$ cat config.mk
export PLATFORM = sky130hd
export DESIGN_NAME = irq_vec_tracker
export DESIGN_NICKNAME = d
export VERILOG_FILES = /design/src/rtl/ivt_pkg.sv /design/src/rtl/ivt_bitmap.sv /design/src/rtl/ivt_prio_scan.sv /design/src/rtl/ivt_sat_counter.sv /design/src/rtl/irq_vec_tracker.sv
export SDC_FILE = /design/constraint.sdc
export NUM_CORES = 2
export LEC_CHECK = 0
export BUFFER_PORTS_ARGS = -buffer_cell sky130_fd_sc_hd__buf_2
export CORE_ASPECT_RATIO = 1.4
export CORE_MARGIN = 2
export CORE_UTILIZATION = 41
export CTS_CLUSTER_DIAMETER = 200
export DETAILED_ROUTE_END_ITERATION = 12
export MAX_ROUTING_LAYER = met4
export PLACE_DENSITY = 0.53
export SLEW_MARGIN = 20
export SYNTH_ARGS = -nofsm -noshare
export SYNTH_HDL_FRONTEND = slang
export SYNTH_SLANG_ARGS = --single-unit
$ cat constraint.sdc
create_clock -name clk -period 11.2 [get_ports clk]
set_input_delay 0.56 -clock clk [delete_from_list [all_inputs] [get_ports clk]]
set_output_delay 0.56 -clock clk [all_outputs]
set_load 0.05 [all_outputs]
$ cat src/rtl/ivt_pkg.sv
package ivt_pkg;

   typedef enum logic [1:0] {
      CNT_HOLD = 2'd0,
      CNT_INC  = 2'd1,
      CNT_DEC  = 2'd2
   } cnt_op_e;

   function automatic cnt_op_e cnt_op_pick(input logic inc, input logic dec);
      if (inc && !dec) return CNT_INC;
      if (dec && !inc) return CNT_DEC;
      return CNT_HOLD;
   endfunction

endpackage

$ cat src/rtl/ivt_bitmap.sv
module ivt_bitmap #(
   parameter int unsigned NUM_VEC = 256,
   parameter int unsigned WORD_W  = 32
) (
   input  logic               clk,
   input  logic               rst_n,
   input  logic [NUM_VEC-1:0] set_mask_i,
   input  logic [NUM_VEC-1:0] clr_mask_i,
   output logic [NUM_VEC-1:0] bits_o
);
   localparam int unsigned WORDS = NUM_VEC / WORD_W;

   if (NUM_VEC % WORD_W != 0) begin : g_bad_split
      $error("ivt_bitmap: NUM_VEC must be a multiple of WORD_W");
   end

   for (genvar w = 0; w < WORDS; w++) begin : g_word
      logic [WORD_W-1:0] word_q;
      always_ff @(posedge clk or negedge rst_n) begin
         if (!rst_n) word_q <= '0;
         else        word_q <= (word_q & ~clr_mask_i[w*WORD_W +: WORD_W])
                               | set_mask_i[w*WORD_W +: WORD_W];
      end
      assign bits_o[w*WORD_W +: WORD_W] = word_q;
   end

   // every bit asked to be set is set one cycle later
   p_set_lands_r2: assert property (@(posedge clk) disable iff (!rst_n)
      (|set_mask_i) |=> ((bits_o & $past(set_mask_i)) == $past(set_mask_i)));

endmodule

$ cat src/rtl/ivt_prio_scan.sv
module ivt_prio_scan #(
   parameter int unsigned NUM_VEC = 256,
   parameter int unsigned WORD_W  = 32
) (
   input  logic [NUM_VEC-1:0]         bits_i,
   output logic                       any_o,
   output logic [$clog2(NUM_VEC)-1:0] idx_o
);
   localparam int unsigned WORDS  = NUM_VEC / WORD_W;
   localparam int unsigned WIDX_W = $clog2(WORD_W);
   localparam int unsigned WSEL_W = $clog2(WORDS);

   if (WORDS < 2) begin : g_bad_words
      $error("ivt_prio_scan: at least two words are required");
   end

   logic [WORDS-1:0]             word_any;
   logic [WORDS-1:0][WIDX_W-1:0] word_msb;
   logic [WSEL_W-1:0]            sel;

   for (genvar w = 0; w < WORDS; w++) begin : g_word
      logic [WORD_W-1:0] slice;
      logic [WIDX_W-1:0] msb;
      assign slice = bits_i[w*WORD_W +: WORD_W];
      always_comb begin
         msb = '0;
         for (int b = 0; b < WORD_W; b++)
            if (slice[b]) msb = WIDX_W'(b);
      end
      assign word_any[w] = |slice;
      assign word_msb[w] = msb;
   end

   // the highest non-empty word wins, equivalent to a top-down search
   always_comb begin
      sel = '0;
      for (int w = 0; w < WORDS; w++)
         if (word_any[w]) sel = WSEL_W'(w);
   end

   assign any_o = |word_any;
   assign idx_o = {sel, word_msb[sel]};

endmodule

$ cat src/rtl/ivt_sat_counter.sv
module ivt_sat_counter
   import ivt_pkg::*;
#(
   parameter int unsigned CNT_W    = 8,
   parameter bit          SATURATE = 1'b1
) (
   input  logic             clk,
   input  logic             rst_n,
   input  cnt_op_e          op_i,
   output logic [CNT_W-1:0] cnt_o
);
   localparam logic [CNT_W-1:0] CNT_MAX = '1;

   logic [CNT_W-1:0] cnt_q;

   if (SATURATE) begin : g_sat
      always_ff @(posedge clk or negedge rst_n) begin
         if (!rst_n) cnt_q <= '0;
         else begin
            case (op_i)
               CNT_INC: if (cnt_q != CNT_MAX) cnt_q <= cnt_q + 1'b1;
               CNT_DEC: if (cnt_q != '0)      cnt_q <= cnt_q - 1'b1;
               default: ;
            endcase
         end
      end

      // a full count never wraps to zero
      p_no_wrap_r9: assert property (@(posedge clk) disable iff (!rst_n)
         (cnt_o == CNT_MAX && op_i == CNT_INC) |=> (cnt_o == CNT_MAX));
   end else begin : g_wrap
      always_ff @(posedge clk or negedge rst_n) begin
         if (!rst_n) cnt_q <= '0;
         else begin
            case (op_i)
               CNT_INC: cnt_q <= cnt_q + 1'b1;
               CNT_DEC: if (cnt_q != '0) cnt_q <= cnt_q - 1'b1;
               default: ;
            endcase
         end
      end
   end

   assign cnt_o = cnt_q;

endmodule

$ cat src/rtl/irq_vec_tracker.sv
module irq_vec_tracker
   import ivt_pkg::*;
#(
   parameter int unsigned NUM_VEC = 256,
   parameter int unsigned WORD_W  = 32,
   parameter int unsigned SUB_W   = 4,
   parameter int unsigned OVF_W   = 8,
   localparam int unsigned VEC_W  = $clog2(NUM_VEC)
) (
   input  logic             clk,
   input  logic             rst_n,
   input  logic             glob_en_i,
   input  logic [VEC_W-1:0] ppr_i,
   input  logic [VEC_W-1:0] timer_vec_i,
   input  logic             set_valid_i,
   input  logic [VEC_W-1:0] set_vec_i,
   input  logic             set_level_i,
   output logic             set_dup_o,
   input  logic             ack_valid_i,
   input  logic [VEC_W-1:0] ack_vec_i,
   input  logic             eoi_valid_i,
   output logic             top_valid_o,
   output logic [VEC_W-1:0] top_vec_o,
   output logic             deliver_o,
   output logic             eoi_notify_o,
   output logic [VEC_W-1:0] eoi_vec_o
);
   localparam logic [VEC_W-1:0]   CLASS_MASK = ~VEC_W'((1 << SUB_W) - 1);
   localparam logic [NUM_VEC-1:0] ONE_HOT    = NUM_VEC'(1);

   if (SUB_W >= VEC_W) begin : g_bad_class
      $error("irq_vec_tracker: SUB_W must leave at least one class bit");
   end
   if ((1 << VEC_W) != NUM_VEC) begin : g_bad_size
      $error("irq_vec_tracker: NUM_VEC must be a power of two");
   end

   logic [NUM_VEC-1:0] req_bits, isr_bits, trg_bits;
   logic [NUM_VEC-1:0] set_m, ack_m, eoi_m, reload_m;
   logic               isr_any;
   logic [VEC_W-1:0]   isr_top;
   logic [OVF_W-1:0]   ovf_cnt;
   logic               reload, ovf_inc;
   logic               ntf_q;
   logic [VEC_W-1:0]   ntf_vec_q;

   // one-hot strobes for the three ports
   assign set_m    = set_valid_i ? (ONE_HOT << set_vec_i) : '0;
   assign ack_m    = ack_valid_i ? (ONE_HOT << ack_vec_i) : '0;
   assign eoi_m    = (eoi_valid_i && isr_any) ? (ONE_HOT << isr_top) : '0;
   assign reload   = ack_valid_i && (ack_vec_i == timer_vec_i) && (ovf_cnt != '0);
   assign reload_m = reload ? ack_m : '0;

   assign set_dup_o = set_valid_i && req_bits[set_vec_i];
   assign ovf_inc   = set_dup_o && (set_vec_i == timer_vec_i);

   // requested: acknowledge clears, new postings and timer re-posts win
   ivt_bitmap #(.NUM_VEC(NUM_VEC), .WORD_W(WORD_W)) u_req (
      .clk(clk), .rst_n(rst_n),
      .set_mask_i(set_m | reload_m), .clr_mask_i(ack_m), .bits_o(req_bits));

   // in service: end-of-interrupt clears, acknowledge sets
   ivt_bitmap #(.NUM_VEC(NUM_VEC), .WORD_W(WORD_W)) u_isr (
      .clk(clk), .rst_n(rst_n),
      .set_mask_i(ack_m), .clr_mask_i(eoi_m), .bits_o(isr_bits));

   // level marks: retirement clears, a level posting sets
   ivt_bitmap #(.NUM_VEC(NUM_VEC), .WORD_W(WORD_W)) u_trg (
      .clk(clk), .rst_n(rst_n),
      .set_mask_i(set_level_i ? set_m : '0), .clr_mask_i(eoi_m & trg_bits),
      .bits_o(trg_bits));

   ivt_prio_scan #(.NUM_VEC(NUM_VEC), .WORD_W(WORD_W)) u_req_scan (
      .bits_i(req_bits), .any_o(top_valid_o), .idx_o(top_vec_o));

   ivt_prio_scan #(.NUM_VEC(NUM_VEC), .WORD_W(WORD_W)) u_isr_scan (
      .bits_i(isr_bits), .any_o(isr_any), .idx_o(isr_top));

   ivt_sat_counter #(.CNT_W(OVF_W), .SATURATE(1'b1)) u_ovf (
      .clk(clk), .rst_n(rst_n), .op_i(cnt_op_pick(ovf_inc, reload)), .cnt_o(ovf_cnt));

   assign deliver_o = glob_en_i && top_valid_o && ((top_vec_o & CLASS_MASK) > ppr_i);

   always_ff @(posedge clk or negedge rst_n) begin
      if (!rst_n) begin
         ntf_q     <= 1'b0;
         ntf_vec_q <= '0;
      end else begin
         ntf_q <= |(eoi_m & trg_bits);
         if (|eoi_m) ntf_vec_q <= isr_top;
      end
   end

   assign eoi_notify_o = ntf_q;
   assign eoi_vec_o    = ntf_vec_q;

   // the reported vector is really requested
   p_top_is_pending_r2: assert property (@(posedge clk) disable iff (!rst_n)
      top_valid_o |-> req_bits[top_vec_o]);

   // a duplicate posting implies the scan sees a pending vector
   p_dup_seen_r3: assert property (@(posedge clk) disable iff (!rst_n)
      set_dup_o |-> top_valid_o);

   // a plain acknowledge removes the request
   p_ack_removes_r6: assert property (@(posedge clk) disable iff (!rst_n)
      (ack_valid_i && (ack_vec_i != timer_vec_i) &&
       !(set_valid_i && (set_vec_i == ack_vec_i)))
      |=> !req_bits[$past(ack_vec_i)]);

   // a notification follows an end-of-interrupt
   p_notify_after_eoi_r7: assert property (@(posedge clk) disable iff (!rst_n)
      eoi_notify_o |-> $past(eoi_valid_i));

   // end-of-interrupt with nothing in service stays quiet
   p_eoi_empty_quiet_r8: assert property (@(posedge clk) disable iff (!rst_n)
      (eoi_valid_i && !isr_any) |=> !eoi_notify_o);

   // counted timer repeats keep the vector requested after acknowledge
   p_repost_r9: assert property (@(posedge clk) disable iff (!rst_n)
      (ack_valid_i && (ack_vec_i == timer_vec_i) && (ovf_cnt != '0))
      |=> req_bits[$past(ack_vec_i)]);

endmodule

[Word-level counts from Yosys, hierarchy flattened]
Cells that the tools add are included.
Word-level totals
  flip-flop bits (word level): 785
  input bits: 39
  output and inout bits: 20
  logic and storage cells: 680
Operators by class
  add/subtract/negate cells: 2
  magnitude comparators: 4
  equality and inequality tests: 7
  shift operators: 3
  multiplexer cells: 531
  bitwise logic cells: 74
  reduce and logical (&&, ||, !) cells: 32
Operators with widths (count)
  5-bit 2-to-1 mux: 258
  256-bit 2-to-1 mux: 5
  256-bit OR reduction: 4
  32-bit AND: 24
  32-bit NOT: 24
  32-bit bitwise OR: 24
  1-bit by 8-bit << shifter with 256-bit output, first input constant: 3
  4-bit 2-to-1 mux: 128
  32-bit OR reduction: 14
  256-bit AND: 1
  256-bit bitwise OR: 1
  3-bit 2-to-1 mux: 72
  2-bit 2-to-1 mux: 40
  5-bit binary-select mux with 3-bit select: 2
  1-bit 2-to-1 mux: 22
  8-bit equality test: 2
  8-bit 2-to-1 mux: 2
  8-bit one-hot mux with 2 select lines: 1
  1-bit logical AND: 9
  8-bit by 9-bit less-than comparator with 1-bit output, second input constant: 1
  8-bit by 1-bit adder with 8-bit output, second input constant: 1
  1-bit binary-select mux with 8-bit select: 1
  8-bit > comparator: 1
  3-bit by 4-bit less-than comparator with 1-bit output, second input constant: 2
  other kinds (10): 11

[Logic depth before layout (Yosys ltp)]
  depth in word-level cells: 39
  depth in mapped cells: 20
  gate-level depth less buffers: 18

[Hierarchy]
A second synthesis with hierarchy kept.
Unflattened totals
  cells, all modules: 5726
  area total of the unflattened synthesis: 47509.3 µm²
By module, submodules not included
  ivt_bitmap: instances 3, cells an instance 768, area each 9288.9 µm², sequential area each 6406.1 µm²
  irq_vec_tracker: instances 1, cells an instance 2298, area each 12959.9 µm², sequential area each 225.2 µm²
  ivt_prio_scan: instances 2, cells an instance 535, area each 3066.7 µm², sequential area each 0.0 µm²
  ivt_sat_counter: instances 1, cells an instance 54, area each 549.3 µm², sequential area each 200.2 µm²

[Worst setup path after synthesis]
No wires, ideal clock.
  path type: reg-to-output
  start point: reg u_req.g_word[7].word_q[29]
  end point: out deliver_o
  data arrival time: 5.524 ns
  data required time: 10.640 ns
  path slack: 5.116 ns
  stages on the path, launching flop included: 13
  path buffers: 1
  path through: dfrtp_1 nor4_1 nand3_1 nor4_1 and2_1 and3_1 clkbuf_1 clkinv_1 o21ai_0 ha_1 nand4_1 o21ai_0 nor3b_1
On the way
  elaborated cells between the ends (all ways): 11
  classes of those cells: order compare: 1; mux: 6; reduce/logical: 4
RTL lines
  start: declaration: line ivt_bitmap.sv:18  | logic [WORD_W-1:0] word_q;
  start signal: assignment: line ivt_bitmap.sv:21  | else word_q <= (word_q & ~clr_mask_i[w*WORD_W +: WORD_W])
  32-bit OR reduction: line ivt_prio_scan.sv:30  | assign word_any[w] = |slice;
  3-bit 2-to-1 mux: line ivt_prio_scan.sv:38  | if (word_any[w]) sel = WSEL_W'(w);
  via top_vec_o[7]: line irq_vec_tracker.sv:23  | output logic [VEC_W-1:0] top_vec_o,
  5-bit binary-select mux with 3-bit select: line ivt_prio_scan.sv:42  | assign idx_o = {sel, word_msb[sel]};
  5-bit 2-to-1 mux (implied by the code): line ivt_prio_scan.sv:42
  via top_vec_o[4]: line irq_vec_tracker.sv:23
  8-bit > comparator: line irq_vec_tracker.sv:82  | assign deliver_o = glob_en_i && top_valid_o && ((top_vec_o & CLASS_MASK) > ppr_i);
  1-bit logical AND: line irq_vec_tracker.sv:82
  end: declaration: line irq_vec_tracker.sv:24  | output logic deliver_o,
The timed path passes the listed nets, and every way through them passes these cells. The select of a mux whose other input is x is not followed.

[Final worst setup path]
  start point: reg u_isr.g_word[7].word_q[15]
  end point: reg ntf_q, in the netlist eoi_notify_o
On the way
  longest elaborated chain between the ends: 23
  elaborated cells between the ends (all ways): 27
  classes of those cells: shift: 1; mux: 21; bitwise: 1; reduce/logical: 4
Ends and longest elaborated chain
  start: declaration: line ivt_bitmap.sv:18
  start signal: assignment: line ivt_bitmap.sv:21
  4-bit 2-to-1 mux: line ivt_prio_scan.sv:28  | if (slice[b]) msb = WIDX_W'(b);
  5-bit 2-to-1 mux (16 in series): line ivt_prio_scan.sv:28
  5-bit binary-select mux with 3-bit select: line ivt_prio_scan.sv:42
  5-bit 2-to-1 mux (implied by the code): line ivt_prio_scan.sv:42
  1-bit by 8-bit << shifter with 256-bit output: line irq_vec_tracker.sv:50  | assign eoi_m = (eoi_valid_i && isr_any) ? (ONE_HOT << isr_top) : '0;
  256-bit 2-to-1 mux *: line irq_vec_tracker.sv:50
  256-bit AND *: line irq_vec_tracker.sv:89  | ntf_q <= |(eoi_m & trg_bits);
  256-bit OR reduction *: line irq_vec_tracker.sv:89
  end signal: assignment: line irq_vec_tracker.sv:89
  end: declaration: line irq_vec_tracker.sv:44  | logic ntf_q;
Mark *: on every way between the ends. The rest lies on a longest branch, timed or not. The select of a mux whose other input is x is not followed.
A chain may end at the register's enable or synchronous reset.

==> impl_metrics.toml <==
[worst_hold_path]
hold_path_startpoint = "eoi_valid_i"
hold_path_class = "primary input to flop"

[global_routing]
grt_max_degree = 172
grt_overflow = 0
grt_pass1_wl_um = 340000
antenna_found_initial = 26
grt_pass1_vias = 40800
track_usage = 0.484

[sta]
fin_setup_tns_ps = 0
tightest_slew_ps = 1290
fin_worst_skew_ps = 31.0
fin_ws_ps = 3140
slew_headroom = 0.138
layout_min_cycle_time_ps = 8060
rsz0062_at_grt = "no"
fin_crit_sh = 0.720
setup_viol = 0
timing.fmax_ghz = 0.124
drv_slew = 0
finalHoldViolations = 0

[logic_synthesis]
async_flop_share = 1.00
syn_avg_cell_area_sq_um = 8.96
synth_ff_type = "dfrtp_1"
synth_compound_area_frac = 0.235
synth_xor_area_frac = 0.00478
synth_cell_type_count = 88
yosys.area_share.simple = 0.201
muxShareOfSynthArea = 0.0500
yosys.area.top_type_share = 0.466
seq_area_frac_synth = 0.466
synthTopCellsByArea = "dfrtp_1 (47%), nand2_1 (9.0%), o21ai_0 (5.3%)"
post-synth-top-count-cell = "nand2_1"
synth_common_cells = "nand2_1 (1,014), dfrtp_1 (785), o21ai_0 (445), nor2_1 (329), clkbuf_1 (243)"
yosysWarnings = 0
synth_fa_ha_area_frac = 0.00345
syn-num-nets = 4751
synth_top_family_by_area = "compound AO/OA/AOI/OAI gates"
synth_edf_count = 0
netlist_area_sq_um = 42100
ys_seq_elements = 785
yosysTopAreaCell = "dfrtp_1"
synthCells = 4701

[detailed_routing]
first_iter_violations = 6254
drc_errors = 0
dr_total_vias = 43200
drt_wl_total_um = 250000
drtPass1Iterations = 6
ant_nets = 0
drt-vias-per-instance = 7.05
detail_route.wl_per_cell_um = 40.7

[power_and_ir_drop]
leakagePower_nw = 20.2
p_per_area_nw_per_um2 = 300
vdd_drop_max_mv = 0.416

[clock_tree]
clockRootBuffer = "clkbuf_16"
cts-buffers-inserted = 87
cts_max_path_buffers = 3
clock_sinks = 785
clk_latency_ps = 710
cts_hold_buf = 1
cts_resized = 0
cts_tree = "done"
path_clk_slew_ps = 80
cts_setup_buffers = 0
h-tree-depth = 3

[place]
io_buffers = 58
dpl.hpwl_um = 179000
gp_congestion = 1.05
place_ws_ps = 3500

[layout]
final-seq-area_sq_um = 19600
multiInputGateArea_sq_um = 21300
syn2layout_area_growth_pct = 12.9
fillers = 10000
nets = 4749
drive_gt1_frac = 0.118
utilization = 0.465

[flow_run]
max-cap-violations = 0

[die]
fp.dieH_um = 383
start_util = 0.412
dieArea_sq_um = 105000
die_x_um = 275
ios = 59
num_rows = 139
core_sq_um = 102000

[setup_path]
r2r-start = "u_isr.g_word[7].word_q[15]"
crit_arrival_ps = 8630
crit_type = "flop to flop"
critPathLaunchType = "flop"
crit_path_max_fanout = 43
worstSetupEndpointType = "flop"
crit_start = "u_isr.g_word[7].word_q[15]"
worstPathRequired_ps = 11770

[outcome]
status = "finished clean"
## where the power goes
group          switching, mW  internal, mW
Combinational           6.08          1.57
Clock                   1.35          1.77
Sequential             0.370          3.12
Total                   7.79          6.47
## metrics by stage
| step | instance area, sq um | total power, mW | cells | hold slack, ps |
|---|---|---|---|---|
| 2_1_floorplan | 42100 | 6.84 | 4701 | 264 |
| 3_3_place_gp | 44400 | 10.7 | 5947 | 462 |
| 3_5_place_dp | 44400 | 10.7 | 5947 | 470 |
| 4_1_cts | 47500 | 13.8 | 6108 | 361 |
| 5_1_grt | 47500 | 14.3 | 6125 | 401 |
| 6_report | 47600 | 14.3 | 6129 | 393 |
## critical path: stages, from the launching register on
cell and delay (ps):
dfrtp_1 410, or4_1 640, nor4_2 580, nand2_1 710, nor2_2 1050, o31ai_1 230
o211ai_1 710, and3_2 740, buf_4 640, nor2_2 300, buf_4 330, and3_1 210
nor4_1 450, nand4_1 200, a2111oi_2 470, nand4_1 140
## sequential cells by signal, indices dropped and copies added (netlist names)
name and cells:
u_isr.g_word.word_q 256, u_req.g_word.word_q 256, u_trg.g_word.word_q 256, eoi_vec_o 8, u_ovf.cnt_o 8, eoi_notify_o 1
## path summary, 6_finish.rpt
| path | to | slack [ps] | cells after the start |
|---|---|---|---|
| worst min-delay path | eoi_vec_o[7] | 390 | 3 |
| worst max-delay path | eoi_notify_o | 3140 | 15 |
| worst max register to register | eoi_notify_o | 3140 | 15 |
| min in group asynchronous | u_req.g_word[6].word_q[10] | 560 | 2 |
| worst min register to register | u_trg.g_word[7].word_q[28] | 490 | 2 |
| max in group asynchronous | u_trg.g_word[1].word_q[24] | 7700 | 5 |
## cell families (layout without fill, tap and decap cells)
kind of cell | after synthesis | after routing
multiplexers | 103 | 103
AND/OR/NAND/NOR | 1918 | 1918
XOR/XNOR | 23 | 23
buffers and inverters | 423 | 492
other | 0 | 20
adder cells (fa/ha/maj) | 11 | 11
flip-flops | 785 | 785
AO/OA/AOI/OAI | 1438 | 1438
## layer usage
layer,global-route usage,wire length (um)
met1,0.600,94700
met2,0.691,108000
met3,0.115,25700
met4,0.341,21400
met5,-,0
## layout make-up
cell class                      count  share of cell area
Sequential cell                   785               0.413
Clock inverter                     39             0.00942
Clock buffer                      121              0.0540
Inverter                          133              0.0105
Timing Repair Buffer              199              0.0295
Antenna cell                       20             0.00105
Tap cell                         1339              0.0352
Multi-Input combinational cell   3493               0.447
## placed cells by master, fill, tap and decap left out, types with 21 or more instances in the layout
cell type / count
o31ai_1: 39
a21oi_1: 142
nand3_1: 103
inv_1: 132
nor3_1: 108
nor2_1: 292
nand2b_1: 32
nor2_2: 25
a31oi_1: 29
nand2_1: 1011
a211oi_1: 29
a22oi_1: 213
and3_1: 21
o21ai_0: 443
nor4_1: 119
a22o_1: 228
buf_2: 55
mux4_2: 85
nand4_1: 39
o221ai_1: 73
dfrtp_1: 785
nor3_2: 24
or4_1: 27
clkbuf_16: 90
buf_4: 139
clkinv_2: 21
o21bai_1: 39
Power figures use the tool's default switching activity.
